[config.mk]
export PLATFORM = sky130hd
export DESIGN_NAME = fe_alarm_irq
export DESIGN_NICKNAME = d
export VERILOG_FILES = /design/src/rtl/fe_alarm_pkg.sv /design/src/rtl/fe_persist.sv /design/src/rtl/fe_regs.sv /design/src/rtl/fe_alarm_irq.sv
export SDC_FILE = /design/constraint.sdc
export NUM_CORES = 1
export LEC_CHECK = 0
export BUFFER_PORTS_ARGS = -buffer_cell sky130_fd_sc_hd__buf_2
export CAP_MARGIN = 10
export CORE_AREA = 10 10 47 49
export DETAILED_ROUTE_END_ITERATION = 8
export DIE_AREA = 0 0 57 59
export PLACE_DENSITY = 0.66
export SLEW_MARGIN = 20
export SYNTH_ARGS = -nofsm -noshare
export SYNTH_HDL_FRONTEND = slang
export SYNTH_HIERARCHICAL = 1
export SYNTH_SLANG_ARGS = --single-unit
[constraint.sdc]
create_clock -name clk -period 1 [get_ports clk]
set_input_delay 0.05 -clock clk [delete_from_list [all_inputs] [get_ports clk]]
set_output_delay 0.05 -clock clk [all_outputs]
set_load 0.02 [all_outputs]
[src/rtl/fe_alarm_pkg.sv]
package fe_alarm_pkg;

    localparam logic [7:0] ADDR_ENABLE = 8'h12;
    localparam logic [7:0] ADDR_STATUS = 8'h13;
    localparam logic [7:0] ADDR_STATE  = 8'h14;

    // Source bit layout shared by the enable and status registers.
    typedef struct packed {
        logic cp_err;
        logic los;
        logic ais;
        logic idle;
        logic ferf;
        logic aic;
        logic oof;
        logic p_err;
    } src_bits_t;

    typedef struct packed {
        logic xa;
        logic xb;
    } xpair_t;

    // True when the X pair argues for the alarm.
    function automatic logic xpair_alarm(input xpair_t p);
        return (p.xa == 1'b0) && (p.xb == 1'b0);
    endfunction

endpackage

[src/rtl/fe_persist.sv]
module fe_persist
    import fe_alarm_pkg::*;
#(
    parameter int PERSIST = 3
) (
    input  logic   clk,
    input  logic   rst,
    input  logic   vld,
    input  xpair_t pair,
    output logic   state,
    output logic   evt
);
    localparam int CW = (PERSIST > 1) ? $clog2(PERSIST) : 1;
    localparam logic [CW-1:0] LAST = CW'(PERSIST - 1);

    logic [CW-1:0] cnt_q;
    logic          against;

    assign against = (xpair_alarm(pair) != state);

    always_ff @(posedge clk) begin
        if (rst) begin
            state <= 1'b0;
            cnt_q <= '0;
            evt   <= 1'b0;
        end else begin
            evt <= 1'b0;
            if (vld) begin
                if (!against) begin
                    cnt_q <= '0;
                end else if (cnt_q == LAST) begin
                    state <= ~state;
                    cnt_q <= '0;
                    evt   <= 1'b1;
                end else begin
                    cnt_q <= cnt_q + 1'b1;
                end
            end
        end
    end

    // the run counter never passes its final value
    p_cnt_bound_r3: assert property (@(posedge clk) disable iff (rst)
        cnt_q <= LAST);

    // state moves only on a frame strobe
    p_flip_on_frame_r1: assert property (@(posedge clk) disable iff (rst)
        !vld |=> $stable(state));

    // every change of state is accompanied by an event
    p_flip_flags_evt_r2: assert property (@(posedge clk) disable iff (rst)
        (vld && against && cnt_q == LAST) |=> evt);

endmodule

[src/rtl/fe_regs.sv]
module fe_regs
    import fe_alarm_pkg::*;
(
    input  logic       clk,
    input  logic       rst,
    input  logic       evt,
    input  logic       state,
    input  logic [7:0] addr,
    input  logic       wr,
    input  logic [7:0] wdata,
    input  logic       rd,
    output logic [7:0] rdata,
    output logic       irq
);
    src_bits_t en_q;
    src_bits_t st_q;
    src_bits_t wd;
    logic      rd_stat;
    logic      set_ev;

    assign wd      = src_bits_t'(wdata);
    assign rd_stat = rd && (addr == ADDR_STATUS);
    assign set_ev  = evt && en_q.ferf;

    always_ff @(posedge clk) begin
        if (rst) begin
            en_q <= '0;
            st_q <= '0;
        end else begin
            if (wr && addr == ADDR_ENABLE)
                en_q.ferf <= wd.ferf;
            if (set_ev)
                st_q.ferf <= 1'b1;
            else if (rd_stat)
                st_q.ferf <= 1'b0;
        end
    end

    always_comb begin
        unique case (addr)
            ADDR_ENABLE: rdata = en_q;
            ADDR_STATUS: rdata = st_q;
            ADDR_STATE:  rdata = {7'b0, state};
            default:     rdata = 8'h00;
        endcase
    end

    assign irq = |(st_q & en_q);

    // an enabled event always leaves the status bit set
    p_evt_sets_status_r5: assert property (@(posedge clk) disable iff (rst)
        (evt && en_q.ferf) |=> st_q.ferf);

    // a read with no competing event clears the bit
    p_read_clears_r6: assert property (@(posedge clk) disable iff (rst)
        (rd_stat && !evt) |=> !st_q.ferf);

    // with no enabled event the bit can not rise
    p_masked_no_set_r4: assert property (@(posedge clk) disable iff (rst)
        (!st_q.ferf && !(evt && en_q.ferf)) |=> !st_q.ferf);

    // tied-off source bits stay zero
    p_tied_bits_r4: assert property (@(posedge clk) disable iff (rst)
        ((en_q & 8'hF7) == 8'h00) && ((st_q & 8'hF7) == 8'h00));

endmodule

[src/rtl/fe_alarm_irq.sv]
module fe_alarm_irq
    import fe_alarm_pkg::*;
#(
    parameter int PERSIST = 3
) (
    input  logic       clk,
    input  logic       rst,
    input  logic       frame_vld,
    input  logic       frame_xa,
    input  logic       frame_xb,
    input  logic [7:0] bus_addr,
    input  logic       bus_wr,
    input  logic [7:0] bus_wdata,
    input  logic       bus_rd,
    output logic [7:0] bus_rdata,
    output logic       irq
);
    xpair_t pair;
    logic   alarm;
    logic   change;

    assign pair = '{xa: frame_xa, xb: frame_xb};

    fe_persist #(.PERSIST(PERSIST)) u_persist (
        .clk   (clk),
        .rst   (rst),
        .vld   (frame_vld),
        .pair  (pair),
        .state (alarm),
        .evt   (change)
    );

    fe_regs u_regs (
        .clk   (clk),
        .rst   (rst),
        .evt   (change),
        .state (alarm),
        .addr  (bus_addr),
        .wr    (bus_wr),
        .wdata (bus_wdata),
        .rd    (bus_rd),
        .rdata (bus_rdata),
        .irq   (irq)
    );

    // the interrupt is low in the cycle after reset
    p_reset_quiet_r8: assert property (@(posedge clk)
        rst |=> !irq);

endmodule

==> flow_metrics.env, run 1 <==
export IMPL_n_antenna_cell=0
export IMPL_skew_ns=0.000120
export IMPL_std_cell_rows=14
export IMPL_required_ns=1.19
export IMPL_globalRouteTotalUtil_pct=6.89
export IMPL_synth_seq_area_share_pct=30.6
export IMPL_clkTransAtPathRegs_ns=0.04
export IMPL_critPathLaunchType="register"
export IMPL_run_status="complete, but fails checks"
export IMPL_synth_seq_cells=6
export IMPL_globalplace_congestion=0.722
export IMPL_maxCapViolCount=0
export IMPL_maxClockFrequency_mhz=892
export IMPL_die_w_um=57
export IMPL_fill_cells=145
export IMPL_numClockSinks=6
export IMPL_pwr_density_cell_mw_per_mm2=874
export IMPL_slew_viol_final=0
export IMPL_antenna_found_initial=0
export IMPL_global_route_overflow_total=0
export IMPL_period_utilization_pct=112
export IMPL_buffer_ports_inserted=18
export IMPL_floorplan_die_area_mm2=0.00336
export IMPL_cts_hold_buffers=0
export IMPL_grt_first_pass_wirelength_um=1790
export IMPL_critical_path_class="reg2reg"
export IMPL_count_of_flip_flops_with_a_built_in_enable_after_synthesis=0
export IMPL_routing_usage_on_met1_pct=6.81
export IMPL_groute_layer_met3_usage_pct=2.79
export IMPL_netlist_top_cells_count="buf_4 (6), dfxtp_1 (6), nand2_1 (3), nand2b_1 (3), nor2_1 (3)"
export IMPL_holdCritPathClass="in2reg"
export IMPL_synthesis_yosys_warnings=6
export IMPL_detailedPlacementHpwl_um=909
export IMPL_grt_pass1_vias=407
export IMPL_rsz_0062_raised_after_global_routing="yes"
export IMPL_final_nets=101
export IMPL_route_detailed_drc=0
export IMPL_worstPathMaxFanout=3
export IMPL_tritoncts="built"
export IMPL_worst_hold_slack_ns=0.0427
export IMPL_cts_max_path_buffers=2
export IMPL_grt_start_max_net_pins=8
export IMPL_global_route_usage_met2_pct=11.0
export IMPL_timing_slew_headroom_pct=66.3
export IMPL_synthDominantCellAreaShare_pct=30.6
export IMPL_final_core_utilization_pct=47.1
export IMPL_syn_to_final_growth_pct=68.2
export IMPL_ctsHtreeMaxLevel=1
export IMPL_synth_area_um2=393
export IMPL_ys_async_sr_fraction_pct=0
export IMPL_post_synth_num_cell_types=25
export IMPL_yosys_top_cells_area="dfxtp_1 (31%), buf_4 (11%), nor4_4 (5.4%), mux2i_1 (5.1%), nand2b_1 (4.8%)"
export IMPL_predominant_post_synthesis_flop_cell="dfxtp_1"
export IMPL_chipHeight_um=59
export IMPL_drt_first_pass_iters=2
export IMPL_slew_at_the_pin_closest_to_its_max_slew_limit_ns=0.500
export IMPL_drt_wirelength_per_cell_um=12.8
export IMPL_type_of_destination_of_the_critical_path="register"
export IMPL_final_hold_violation_count=0
export IMPL_total_leakage_power_nw=0.287
export IMPL_fin_crit_ns=1.12
export IMPL_syn_instance_count=44
export IMPL_failing_checks="setup timing"
export IMPL_finalSetupViolations=9
export IMPL_placeableCoreArea_mm2=0.00140
export IMPL_cts_buffers=3
export IMPL_detail_route_iter0_violations=1
export IMPL_ios=32
export IMPL_grt_most_used_layer="met2"
export IMPL_post_synthesis_cell_type_with_the_largest_combined_area="dfxtp_1"
export IMPL_detailroute_via_count=409
export IMPL_timing_final_ws_setup_ns=-0.121
export IMPL_clock_latency_ns=0.24
export IMPL_vdd_ir_drop_worst_v=0.000427
export IMPL_power_uw=578
export IMPL_avgViaCountPerCell=4.45
export IMPL_layout_cell_share_with_drive_strength_beyond_1_pct=63.2
export IMPL_ant_nets=0
export IMPL_syn_mean_instance_area_um2=8.93
export IMPL_root_buffer="clkbuf_4"
export IMPL_worst_endpoint_arrival_ns=1.31
export IMPL_start_util_pct=28.0
export IMPL_wl_um=1170
==> state kept, by name, summed over array words and instances (netlist names) <==
register         flops
u_regs/st_q          1
u_persist/state      1
u_persist/cnt_q      2
u_regs/en_q          1
u_persist/evt        1
==> power breakdown <==
part	switching, mW	internal, mW
Combinational	0.0640	0.0524
Sequential	0.00167	0.242
Clock	0.0817	0.135
Total	0.147	0.430
==> placed cells by master, fill, tap and decap left out, types with 2 or more instances in the layout <==
master     n
buf_4     13
nor2_1     3
nor4_4     2
nand2b_1   3
conb_1     6
dfxtp_2    4
mux2i_1    2
buf_6      2
nand2_1    3
dfxtp_1    2
a22o_1     2
clkbuf_4   3
buf_2     15
==> worst paths after layout <==
path / depth (start not counted) / startpoint / to / slack [ns]
hold reg to reg: 2 / u_persist/evt / u_regs/st_q[3] / 0.45
setup reg to reg: 4 / u_persist/state / u_persist/cnt_q[1] / -0.12
setup / recovery: 4 / u_persist/state / u_persist/cnt_q[1] / -0.12
hold / removal: 2 / rst / u_persist/state / 0.04
==> final cells by class <==
cell class	count	area [µm²]	share of cell area (%)
multi-input cells	36	294	44.5
repair buffers	30	195	29.5
flip-flops and latches	6	125	18.9
clock buffers	3	22.5	3.41
well taps	16	20.0	3.03
inverters	1	3.75	0.568
==> critical path: stages, from the launching register on <==
cell,delay [ns]
dfxtp_2,0.31
buf_4,0.13
or3_4,0.35
a21oi_4,0.14
a22o_1,0.14
==> cell families (layout without fill, tap and decap cells) <==
group / count (synthesis) / count (layout) / share of synthesized area (%)
AO/OA/AOI/OAI: 8 / 8 / 15.6
buffers and inverters: 7 / 34 / 12.4
flip-flops: 6 / 6 / 30.6
multiplexers: 2 / 2 / 5.10
other: 1 / 6 / 0.954
AND/OR/NAND/NOR: 20 / 20 / 35.4
==> per-stage QoR <==
| step | cell area, µm² | worst slack (ns) | std cells | setup TNS (ns) |
|---|---|---|---|---|
| 3_5_place_dp | 537 | -0.176 | 82 | -0.582 |
| 3_3_place_gp | 537 | -0.143 | 82 | -0.415 |
| 5_1_grt | 661 | -0.186 | 92 | -1.01 |
| 2_1_floorplan | 434 | -0.0150 | 49 | -0.0239 |
| 6_report | 661 | -0.121 | 92 | -0.585 |
| 4_1_cts | 629 | -0.132 | 89 | -0.524 |
==> per-layer routing <==
metal  vias up  part of all wire [%]  wire, µm
li1        210                     -         -
met1       179                    44       512
met2        18                    46       545
met3         2                   7.8        92
met4         0                   2.0        23
met5         -                     0         0
==> timing repair <==
action,4_1_cts,5_1_grt
setup buffers,4,3
gates resized for setup,11,2
pin swaps,3,4
endpoints found under the setup margin,5,7
Note: power is estimated with default switching activity, not from simulation.
==> run 2, diff against run 1 <==
SKIP_CTS_REPAIR_TIMING = 1   (was not set)
==> flow_metrics.env, run 2 (synthesis results as in run 1) <==
export IMPL_layout_cell_share_with_drive_strength_beyond_1_pct=63.0
export IMPL_detailroute_via_count=399
export IMPL_comb_power_share_pct=19.7
export IMPL_rsz_0062_raised_after_global_routing="yes"
export IMPL_cts_buffers=3
export IMPL_met3_wirelength_um=93
export IMPL_slew_at_the_pin_closest_to_its_max_slew_limit_ns=0.506
export IMPL_drt_wirelength_per_cell_um=13.7
export IMPL_placeableCoreArea_mm2=0.00140
export IMPL_largest_reg_flops=2
export IMPL_fill_cells=148
export IMPL_clock_latency_ns=0.24
export IMPL_power_sequential_fraction_pct=42.3
export IMPL_timing_final_ws_setup_ns=-0.147
export IMPL_worst_endpoint_arrival_ns=1.10
export IMPL_run_status="complete, but fails checks"
export IMPL_ios=32
export IMPL_total_leakage_power_nw=0.276
export IMPL_timing_critical_path_buf_inv=2
export IMPL_die_w_um=57
export IMPL_grt_pass1_vias=384
export IMPL_number_of_standard_cells_in_the_layout_taps_in_and_fillers_out=89
export IMPL_global_route_overflow_total=0
export IMPL_globalRouteTotalUtil_pct=6.41
export IMPL_critPathLaunchType="register"
export IMPL_root_buffer="clkbuf_4"
export IMPL_skew_ns=0.000102
export IMPL_critical_path_cell_chain="buf_4 > nand3_4 > nor4_4 > buf_4"
export IMPL_finalSetupViolations=6
export IMPL_power_switching_uw=147
export IMPL_ant_nets=0
export IMPL_timing_slew_headroom_pct=65.9
export IMPL_wl_met1_um=508
export IMPL_globalplace_congestion=0.722
export IMPL_grt_first_pass_wirelength_um=1670
export IMPL_grt_start_max_net_pins=8
export IMPL_critPathTopFamily="flip-flops"
export IMPL_period_utilization_pct=115
export IMPL_dpl_cell_area_um2=537
export IMPL_n_antenna_cell=0
export IMPL_cts_max_path_buffers=2
export IMPL_p_int_uw=424
export IMPL_critical_path_class="reg2out"
export IMPL_mostFrequentLayoutCells="buf_2 (14), buf_4 (9), conb_1 (6)"
export IMPL_fin_crit_ns=1.15
export IMPL_drt_first_pass_iters=2
export IMPL_final_nets=98
export IMPL_final_common_cell="buf_2"
export IMPL_design_area_um2=653
export IMPL_timing_critical_path_mode_cell="buf_4"
export IMPL_timing_critical_path_slowest_cell_delay_ns=0.33
export IMPL_netSwitchingFraction_pct=25.7
export IMPL_power_share_clock_pct=38.0
export IMPL_type_of_destination_of_the_critical_path="primary output"
export IMPL_clkTransAtPathRegs_ns=0.04
export IMPL_placed_cells_incl_taps=82
export IMPL_wl_um=1220
export IMPL_detail_route_iter0_violations=1
export IMPL_route_detailed_drc=0
export IMPL_slowest_stage="dfxtp_2"
export IMPL_floorplan_die_area_mm2=0.00336
export IMPL_failing_checks="setup timing"
export IMPL_buffer_ports_inserted=18
export IMPL_maxCapViolCount=0
export IMPL_syn_to_final_growth_pct=66.2
export IMPL_std_cell_rows=14
export IMPL_slew_viol_final=0
export IMPL_wl_met2_um=570
export IMPL_numClockSinks=6
export IMPL_avgViaCountPerCell=4.48
export IMPL_vdd_ir_drop_worst_v=0.000413
export IMPL_top_register="u_persist/cnt_q"
export IMPL_pwr_density_cell_mw_per_mm2=874
export IMPL_highest_layer="met4"
export IMPL_detailedPlacementHpwl_um=909
export IMPL_start_util_pct=28.0
export IMPL_final_hold_violation_count=0
export IMPL_required_ns=0.95
export IMPL_chipHeight_um=59
export IMPL_maxClockFrequency_mhz=872
export IMPL_tritoncts="built"
export IMPL_holdCritPathClass="in2reg"
export IMPL_worstPathMaxFanout=3
export IMPL_antenna_found_initial=0
export IMPL_ctsHtreeMaxLevel=1
[run 2: final cells by class]
cell class	count	area [µm²]	area share, %
multi-input cells	36	297	45.4
well taps	16	20.0	3.07
repair buffers	27	183	28.0
flip-flops and latches	6	128	19.5
inverters	1	3.75	0.575
clock buffers	3	22.5	3.45
[run 2: final timing paths]
path                        start                  to  slack, ns  cells past startpoint
hold / removal                rst     u_persist/state       0.04                      2
hold reg to reg     u_persist/evt      u_regs/st_q[3]       0.45                      2
setup / recovery  u_persist/state        bus_rdata[0]      -0.15                      4
setup reg to reg  u_persist/state  u_persist/cnt_q[1]      -0.13                      4
[run 2: power by group through the flow]
stage	clock network (mW)	logic (mW)	registers, mW
3_5_place_dp	0	0.0986	0.248
6_report	0.217	0.112	0.241
2_1_floorplan	0	0.0674	0.248
5_1_grt	0.251	0.121	0.241
4_1_cts	0.229	0.0989	0.244
3_3_place_gp	0	0.0972	0.248
[run 2: metrics by stage]
stage / hold WS [ns] / util, % / power [mW] / TNS (ns) / worst slack [ns]
global route: 0.0318 / 46.6 / 0.613 / -0.857 / -0.229
finish: 0.0395 / 46.6 / 0.571 / -0.529 / -0.147
CTS: 0.0337 / 39.9 / 0.572 / -0.490 / -0.270
floorplan: 0.119 / - / 0.315 / -0.0239 / -0.0150
global placement: 0.295 / 38.3 / 0.345 / -0.415 / -0.143
detailed placement: 0.294 / 38.3 / 0.346 / -0.582 / -0.176
[run 2: per-layer routing]
metal,vias up,global-route usage [%]
li1,204,-
met1,171,6.81
met2,20,9.30
met3,4,2.79
met4,0,6.04
met5,-,0
==> run 3, diff against run 2 <==
CORE_AREA = not set   (was 10 10 47 49)
CORE_MARGIN = 10   (was not set)
CORE_UTILIZATION = 30   (was not set)
DIE_AREA = not set   (was 0 0 57 59)
PLACE_DENSITY = 0.67   (was 0.66)
==> flow_metrics.env, run 3 (synthesis results as in run 1) <==
export IMPL_maxClockFrequency_mhz=876
export IMPL_globalplace_congestion=0.648
export IMPL_avgViaCountPerCell=4.49
export IMPL_period_utilization_pct=114
export IMPL_power_switching_uw=156
export IMPL_fin_crit_ns=1.14
export IMPL_worst_endpoint_arrival_ns=1.09
export IMPL_rsz_0062_raised_after_global_routing="yes"
export IMPL_ant_nets=0
export IMPL_drt_first_pass_iters=4
export IMPL_buffer_ports_inserted=18
export IMPL_clock_latency_ns=0.25
export IMPL_globalRouteTotalUtil_pct=6.03
export IMPL_ios=32
export IMPL_worstPathMaxFanout=4
export IMPL_clkTransAtPathRegs_ns=0.05
export IMPL_final_nets=96
export IMPL_slew_at_the_pin_closest_to_its_max_slew_limit_ns=0.505
export IMPL_std_cell_rows=12
export IMPL_holdCritPathClass="in2reg"
export IMPL_vdd_ir_drop_worst_v=0.000545
export IMPL_slew_viol_final=0
export IMPL_placed_cells_incl_taps=79
export IMPL_critical_path_cell_chain="buf_4 > nand3_4 > nor4_4 > buf_4"
export IMPL_cts_buffers=3
export IMPL_n_antenna_cell=0
export IMPL_design_area_um2=618
export IMPL_numClockSinks=6
export IMPL_floorplan_die_area_mm2=0.00316
export IMPL_detailroute_via_count=382
export IMPL_slowest_stage="dfxtp_2"
export IMPL_route_detailed_drc=0
export IMPL_timing_critical_path_slowest_cell_delay_ns=0.34
export IMPL_tritoncts="built"
export IMPL_grt_start_max_net_pins=8
export IMPL_global_route_overflow_total=0
export IMPL_top_register="u_persist/cnt_q"
export IMPL_root_buffer="clkbuf_4"
export IMPL_run_status="complete, but fails checks"
export IMPL_skew_ns=0.00490
export IMPL_detailedPlacementHpwl_um=849
export IMPL_total_leakage_power_nw=0.263
export IMPL_wl_um=1090
export IMPL_final_hold_violation_count=0
export IMPL_timing_final_ws_setup_ns=-0.142
export IMPL_largest_reg_flops=2
export IMPL_placeableCoreArea_mm2=0.00117
export IMPL_die_w_um=56.2
export IMPL_worst_r2r_cell_count=3
export IMPL_failing_checks="setup timing"
export IMPL_final_common_cell="buf_2"
export IMPL_critPathLaunchType="register"
export IMPL_timing_critical_path_mode_cell="buf_4"
export IMPL_drt_wirelength_per_cell_um=12.8
export IMPL_finalSetupViolations=5
export IMPL_min_delay_path_depth=2
export IMPL_cts_max_path_buffers=2
export IMPL_mostFrequentLayoutCells="buf_2 (14), buf_4 (9), conb_1 (6)"
export IMPL_chipHeight_um=56.2
export IMPL_grt_first_pass_wirelength_um=1550
export IMPL_setup_tns_ns=-0.376
export IMPL_grt_pass1_vias=372
export IMPL_worst_hold_slack_ns=0.0364
export IMPL_syn_to_final_growth_pct=57.3
export IMPL_comb_power_share_pct=18.8
export IMPL_final_core_utilization_pct=52.8
export IMPL_power_share_clock_pct=39.5
export IMPL_layout_cell_share_with_drive_strength_beyond_1_pct=57.7
export IMPL_critical_path_class="reg2out"
export IMPL_dpl_cell_area_um2=527
export IMPL_start_util_pct=33.5
export IMPL_number_of_standard_cells_in_the_layout_taps_in_and_fillers_out=85
export IMPL_ctsHtreeMaxLevel=1
export IMPL_type_of_destination_of_the_critical_path="primary output"
export IMPL_timing_slew_headroom_pct=66.0
export IMPL_maxCapViolCount=0
export IMPL_antenna_found_initial=0
export IMPL_power_sequential_fraction_pct=41.8
export IMPL_pwr_density_cell_mw_per_mm2=941
export IMPL_detail_route_iter0_violations=10
export IMPL_p_int_uw=426
export IMPL_netSwitchingFraction_pct=26.8
export IMPL_required_ns=0.95
[run 3: cell count changes in the layout (fill, tap and decap cells not counted), sizes merged]
| cell | before | now |
|---|---|---|
| buf | 27 | 25 |
[run 3: critical path, delay by kind of cell (launching register included)]
family	cells	cell delay, ns
simple gates	2	0.20
buf+inv	2	0.30
flops	1	0.34
[run 3: final timing paths]
| check | startpoint | slack [ns] | endpoint |
|---|---|---|---|
| hold reg to reg | u_persist/evt | 0.44 | u_regs/st_q[3] |
| setup / recovery | u_persist/state | -0.14 | bus_rdata[0] |
| hold / removal | rst | 0.04 | u_regs/st_q[3] |
| setup reg to reg | u_persist/state | -0.10 | u_persist/cnt_q[1] |
[run 3: stage by stage]
step | setup WS [ns] | total power, mW
after floorplan | -0.0150 | 0.315
after global placement | -0.142 | 0.343
after detailed placement | -0.152 | 0.344
after CTS | -0.253 | 0.577
after global routing | -0.226 | 0.612
final | -0.142 | 0.582
[run 3: power by group through the flow]
stage | clock, mW | combinational [mW] | sequential, mW
4_1_cts | 0.237 | 0.0961 | 0.243
3_5_place_dp | 0 | 0.0958 | 0.248
3_3_place_gp | 0 | 0.0948 | 0.248
2_1_floorplan | 0 | 0.0674 | 0.248
6_report | 0.230 | 0.109 | 0.243
5_1_grt | 0.249 | 0.120 | 0.243
[run 3: cell type report]
type	instances	area (µm²)
Sequential cell	6	124
Inverter	1	3.75
Timing Repair Buffer	25	160
Fill cell	118	553
Clock buffer	3	22.5
Tap cell	14	17.5
Multi-Input combinational cell	36	290
[run 3: per-layer routing]
layer  track usage [%]  share of wire (%)
met5                 0                  0
met4              3.07                  0
met3              3.42                8.8
met2              8.98                 49
met1              6.63                 42
